## src/rtl/ddc_guard_pkg.sv

```systemverilog
package ddc_guard_pkg;
  typedef enum logic [2:0] {
    CAUSE_NONE       = 3'd0,
    CAUSE_TAG        = 3'd1,
    CAUSE_SEAL       = 3'd2,
    CAUSE_LOAD_PERM  = 3'd3,
    CAUSE_STORE_PERM = 3'd4,
    CAUSE_LENGTH     = 3'd5,
    CAUSE_BAD_KIND   = 3'd6
  } cause_e;

  typedef enum logic [2:0] {
    MODE_ALIGNED = 3'd0,
    MODE_WORD_L  = 3'd1,
    MODE_WORD_R  = 3'd2,
    MODE_DWORD_L = 3'd3,
    MODE_DWORD_R = 3'd4
  } mode_e;

  localparam logic [1:0] KIND_LOAD  = 2'b00;
  localparam logic [1:0] KIND_STORE = 2'b01;
endpackage

```

## src/rtl/ddc_span.sv

```systemverilog
module ddc_span #(
  parameter int ADDR_W   = 64,
  parameter int NARROW_G = 4,
  parameter int SIZE_W   = 4
) (
  input  logic [ADDR_W-1:0] cursor,
  input  logic [ADDR_W-1:0] offset,
  input  logic [1:0]        width,
  input  logic [2:0]        mode,
  output logic [ADDR_W-1:0] vaddr,
  output logic [ADDR_W-1:0] span_start,
  output logic [SIZE_W-1:0] span_size
);
  import ddc_guard_pkg::*;

  localparam int NUM_G = 2;

  logic [ADDR_W-1:0] r_start [NUM_G];
  logic [SIZE_W-1:0] l_size  [NUM_G];
  logic [SIZE_W-1:0] r_size  [NUM_G];

  assign vaddr = cursor + offset;

  // one left/right span pair per granule (narrow, then twice as wide)
  for (genvar g = 0; g < NUM_G; g++) begin : g_gran
    localparam int GRAN = NARROW_G << g;
    localparam int LOGG = $clog2(GRAN);
    logic [LOGG-1:0] low;
    assign low        = vaddr[LOGG-1:0];
    assign l_size[g]  = SIZE_W'(GRAN) - SIZE_W'(low);
    assign r_size[g]  = SIZE_W'(low) + SIZE_W'(1);
    assign r_start[g] = {vaddr[ADDR_W-1:LOGG], {LOGG{1'b0}}};
  end

  always_comb begin
    span_start = vaddr;
    span_size  = SIZE_W'(1) << width;
    case (mode)
      MODE_WORD_L:  span_size = l_size[0];
      MODE_WORD_R: begin
        span_start = r_start[0];
        span_size  = r_size[0];
      end
      MODE_DWORD_L: span_size = l_size[1];
      MODE_DWORD_R: begin
        span_start = r_start[1];
        span_size  = r_size[1];
      end
      default: ;
    endcase
  end
endmodule

```

## src/rtl/ddc_bounds.sv

```systemverilog
module ddc_bounds #(
  parameter int ADDR_W = 64,
  parameter int SIZE_W = 4
) (
  input  logic [ADDR_W-1:0] span_start,
  input  logic [SIZE_W-1:0] span_size,
  input  logic [ADDR_W-1:0] base,
  input  logic [ADDR_W:0]   top,
  output logic              out_of_bounds
);
  localparam int EXT_W = ADDR_W + 1;

  logic [EXT_W-1:0] span_end;

  assign span_end      = {1'b0, span_start} + EXT_W'(span_size);
  assign out_of_bounds = (span_end > top) || (span_start < base);
endmodule

```

## src/rtl/ddc_fault_pri.sv

```systemverilog
module ddc_fault_pri (
  input  logic       tag,
  input  logic       sealed,
  input  logic [1:0] kind,
  input  logic       perm_load,
  input  logic       perm_store,
  input  logic       out_of_bounds,
  output ddc_guard_pkg::cause_e cause
);
  import ddc_guard_pkg::*;

  always_comb begin
    if (!tag)                                  cause = CAUSE_TAG;
    else if (sealed)                           cause = CAUSE_SEAL;
    else if (kind[1])                          cause = CAUSE_BAD_KIND;
    else if (kind == KIND_LOAD && !perm_load)  cause = CAUSE_LOAD_PERM;
    else if (kind == KIND_STORE && !perm_store) cause = CAUSE_STORE_PERM;
    else if (out_of_bounds)                    cause = CAUSE_LENGTH;
    else                                       cause = CAUSE_NONE;
  end
endmodule

```

## src/rtl/ddc_addr_guard.sv

```systemverilog
module ddc_addr_guard #(
  parameter int ADDR_W   = 64,
  parameter int REG_W    = 5,
  parameter int NARROW_G = 4
) (
  input  logic              clk,
  input  logic              rst_n,
  input  logic              req_valid,
  output logic              req_ready,
  input  logic [ADDR_W-1:0] req_offset,
  input  logic [1:0]        req_kind,
  input  logic [1:0]        req_width,
  input  logic [2:0]        req_mode,
  input  logic              cap_tag,
  input  logic              cap_sealed,
  input  logic              cap_perm_load,
  input  logic              cap_perm_store,
  input  logic [ADDR_W-1:0] cap_cursor,
  input  logic [ADDR_W-1:0] cap_base,
  input  logic [ADDR_W:0]   cap_top,
  output logic              rsp_valid,
  input  logic              rsp_ready,
  output logic [ADDR_W-1:0] rsp_addr,
  output logic [2:0]        rsp_cause,
  output logic [REG_W-1:0]  rsp_reg
);
  import ddc_guard_pkg::*;

  localparam int WIDE_G = NARROW_G * 2;
  localparam int SIZE_W = $clog2(WIDE_G) + 1;

  logic [ADDR_W-1:0] vaddr;
  logic [ADDR_W-1:0] span_start;
  logic [SIZE_W-1:0] span_size;
  logic              oob;
  cause_e            cause;
  logic              fire;

  ddc_span #(.ADDR_W(ADDR_W), .NARROW_G(NARROW_G), .SIZE_W(SIZE_W)) u_span (
    .cursor(cap_cursor), .offset(req_offset), .width(req_width), .mode(req_mode),
    .vaddr(vaddr), .span_start(span_start), .span_size(span_size)
  );

  ddc_bounds #(.ADDR_W(ADDR_W), .SIZE_W(SIZE_W)) u_bounds (
    .span_start(span_start), .span_size(span_size), .base(cap_base),
    .top(cap_top), .out_of_bounds(oob)
  );

  ddc_fault_pri u_pri (
    .tag(cap_tag), .sealed(cap_sealed), .kind(req_kind),
    .perm_load(cap_perm_load), .perm_store(cap_perm_store),
    .out_of_bounds(oob), .cause(cause)
  );

  assign req_ready = !rsp_valid || rsp_ready;
  assign fire      = req_valid && req_ready;
  assign rsp_reg   = '0;

  always_ff @(posedge clk) begin
    if (!rst_n) begin
      rsp_valid <= 1'b0;
      rsp_addr  <= '0;
      rsp_cause <= CAUSE_NONE;
    end else begin
      if (req_ready) rsp_valid <= req_valid;
      if (fire) begin
        rsp_cause <= cause;
        rsp_addr  <= (cause == CAUSE_NONE) ? vaddr : '0;
      end
    end
  end


  hold_stable_chk: assert property (@(posedge clk) disable iff (!rst_n)
    rsp_valid && !rsp_ready |=> rsp_valid && $stable(rsp_addr) && $stable(rsp_cause));


  accept_gives_rsp_chk: assert property (@(posedge clk) disable iff (!rst_n)
    fire |=> rsp_valid);


  fault_addr_zero_chk: assert property (@(posedge clk) disable iff (!rst_n)
    rsp_valid && rsp_cause != CAUSE_NONE |-> rsp_addr == '0);


  tag_first_chk: assert property (@(posedge clk) disable iff (!rst_n)
    fire && !cap_tag |=> rsp_cause == CAUSE_TAG);


  span_covers_chk: assert property (@(posedge clk) disable iff (!rst_n)
    req_valid |-> span_start <= vaddr &&
      ({1'b0, span_start} + (ADDR_W+1)'(span_size)) > {1'b0, vaddr});
endmodule

```

## config.mk

```make
export PLATFORM = sky130hd
export DESIGN_NAME = ddc_addr_guard
export DESIGN_NICKNAME = d
export VERILOG_FILES = /design/src/rtl/ddc_guard_pkg.sv /design/src/rtl/ddc_span.sv /design/src/rtl/ddc_bounds.sv /design/src/rtl/ddc_fault_pri.sv /design/src/rtl/ddc_addr_guard.sv
export SDC_FILE = /design/constraint.sdc
export NUM_CORES = 1
export LEC_CHECK = 0
export ABC_AREA = 1
export BUFFER_PORTS_ARGS = -buffer_cell sky130_fd_sc_hd__buf_2
export CAP_MARGIN = 20
export CORE_MARGIN = 5
export CORE_UTILIZATION = 36
export DETAILED_ROUTE_END_ITERATION = 12
export SLEW_MARGIN = 40
export SYNTH_ARGS = -nofsm -noshare
export SYNTH_HDL_FRONTEND = slang
export SYNTH_SLANG_ARGS = --single-unit
```

## constraint.sdc

```tcl
create_clock -name clk -period 7 [get_ports clk]
set_input_delay 1.4 -clock clk [delete_from_list [all_inputs] [get_ports clk]]
set_output_delay 1.4 -clock clk [all_outputs]
set_load 0.03 [all_outputs]
```

==> metrics <==
hold buffer count at cts=0; core area=0.0374 mm2; DR pass1 iterations=6; P_int=0.00150 W; CTS Buf Count=9; Post-Syn Area=roughly 0.014 mm2; pin count of the biggest net entering global routing=~70; area of the multi-input gates=0.0109 mm2; Final Power=0.00292 W; Fillers=3990; library cells used by synthesis=57; Total GRT Usage=0.276; register bit total from synthesis=between 60 and 70; Fin Clk Skew=0.00889 ns; initial antenna violation count=1; post-route ant nets=0; clock-pin slew on the worst setup and hold paths=0.06 ns; DP Worst Slack=-0.499 ns; final setup vio count=7; Mapped Avg Cell Area=between 5 and 6 um2; Avg Vias per Cell=5.15; Min-Delay Path Class=reg2reg; count leader, synth=nand2_1; Crit path largest cell delay=around 0.50 ns; Die H=204 um; TritonCTS clock tree=done; IO Count=346; DR iter-0 viols=roughly 1.4k; Fin. Hold Viols=0; data arrival time of the critical path=roughly 7.3 ns; worst reg2reg startpoint=rsp_valid; clock share of power=0.174; Worst-Margin Slew=0.859 ns; Post-DP Area=~0.018 mm2; vias in the first global route=16.7k; Reg2Reg Depth=7; Seq. cell area=0.00136 mm2; Setup WS post-layout=-0.0224 ns; FP Rows=71; Top FF cell, synth=dfxtp_1; Post-synth top cells=537 x nand2_1, 375 x inv_1, 254 x nor2_1; Gate power share=0.690; first-pass GRT wire length=89900 um; leakage=between 9 and 10 nW; R2R Setup Slk=a little under 5 ns; RSZ-0062 raised after global routing=true; max-cap violations=0; post-synthesis xor/xnor area fraction=0.0695; Hold Path Depth=2; Slew HR=0.425; Area contributors post-synth=ha_1 18%, nand2_1 15%, inv_1 10%; post-detail-place hpwl=approximately 53000 um; reg2reg end=rsp_addr[17]; CP Capture Type=flop; Syn-to-layout area delta=39.1%; EDFF count, synth=0; data required time of the worst path=7.28 ns; worst-path fanout max=6; failing checks=negative setup slack; clk_lat worst skew=0.35 ns; Die Wd=204 um; part of the Yosys area used for sequential elements=0.101; synthesized instance count=2290; H-tree depth=3; fin crit share=1.00; CTS Sinks=68; mux cell area share after synthesis=0; PortBufs=340; DRC errors left=0; fmax=142 MHz; WL final=63600 um; Total Die Area=0.0415 mm2; Final min period=7.02 ns; Sw Ratio=0.488; switching pwr=0.00143 W; Post-Synth Simple-Gate Area=0.366; compound-cell area share of the yosys netlist=0.155; combinational family with the most area after synthesis=simple AND/OR/NAND/NOR gates; Async S/R FF share, synth=0; status=finished, violations left; WL/cell=18.8 um; Final Cell Area=0.0188 mm2; power per standard cell area=155 mW/mm2; CP Class=in2reg; Yosys warning total=0; Slew Viols, Final=0; root buf cell=clkbuf_16; share of the synthesized area in the top cell type=0.182; share of cells above drive strength 1=0.277; hold_ws=0.462 ns; fin nets=3343; Worst path slowest cell=fa_2; GPL Wtd Cong=just under 1; Endpoint, Worst Hold=rsp_addr[13]; Initial Util=0.361; adder-cell share of the synthesized area=0.185; Max VDD drop=approximately 0.11 mV; Yosys top cell by area=ha_1; startpoint types=input pin; antenna diode count=0; global route overflow=0; via count=17.5k; CTS max path bufs=2; min-delay src=rsp_addr[13]; sequential power share=0.136
## logic make-up after synthesis
logic type	count (synthesis)
buf+inv	438
compound gates	381
simple gates	1118
flops	68
fa+ha+maj	199
xor+xnor	85
other cells	1
## placed cells by master (no fill, tap or decap), types with 24 or more instances in the layout
cell,instances
nand2_1,526
nand3_1,99
xor2_1,39
a21oi_1,218
nor2_1,245
nand4_1,117
buf_2,338
o21ai_0,71
ha_1,190
inv_1,369
xor2_2,24
nor2_2,34
dfxtp_1,68
buf_4,240
inv_2,24
## area by class of cell
cell class                 instances  share of cell area
timing repair buffer             606               0.216
multi-input combinational       1789               0.581
inverter                         398              0.0796
clock buffer                      10              0.0127
sequential                        68              0.0724
clock inverter                     6             0.00466
tap                              511              0.0340
## metrics by stage
stage	std cells	TNS [ns]	utilization
6_report	3388	-0.0732	0.503
5_1_grt	3388	-17.97	0.503
4_1_cts	3366	0	0.483
3_5_place_dp	3347	-29.57	0.471
3_3_place_gp	3347	-18.70	0.471
2_1_floorplan	2294	0	-
## critical path: cells and delay by family
kind,cells,cell delay [ns]
and+or+nand+nor,18,2.24
adders and majority gates,5,1.43
AOI/OAI and AO/OA,9,1.33
xor gates and xnor gates,1,0.13
buffers and inverters,6,0.75
## timing repair
item	4_1_cts	5_1_grt
endpoints found under the hold margin	0	0
gates cloned	1	19
setup endpoints to repair	65	66
setup buffers	2	4
pin swaps	3	45
resized for setup	17	71
## worst max-delay path by stage
stage | start | endpoint | cells after the start
floorplan | req_offset[0] | rsp_addr[17] | 36
global placement | req_offset[0] | rsp_addr[14] | 39
detailed placement | req_offset[0] | rsp_addr[19] | 39
CTS | req_offset[0] | rsp_addr[36] | 40
global route | req_offset[0] | rsp_addr[46] | 41
finish | req_offset[0] | rsp_addr[28] | 39
## sequential cells by signal (all words and copies together) (netlist names)
register	flops
rsp_addr	64
rsp_valid	1
rsp_cause	3
## per-layer routing
layer	wire (um)	part of all wire	track usage	vias up
met5	13	0.00020	0	-
met4	2590	0.041	0.0935	2
met3	3950	0.062	0.0207	127
met2	29900	0.47	0.478	662
met1	27100	0.43	0.363	7989
li1	-	-	-	8670
## power groups by stage
stage | clock, W | combinational, W | sequential, W
floorplan | 0 | 0.00102 | 0.000418
global placement | 0 | 0.00182 | 0.000405
detailed placement | 0 | 0.00185 | 0.000406
CTS | 0.000512 | 0.00187 | 0.000397
global route | 0.000527 | 0.00220 | 0.000398
finish | 0.000508 | 0.00202 | 0.000397
Power figures use the tool's default switching activity.
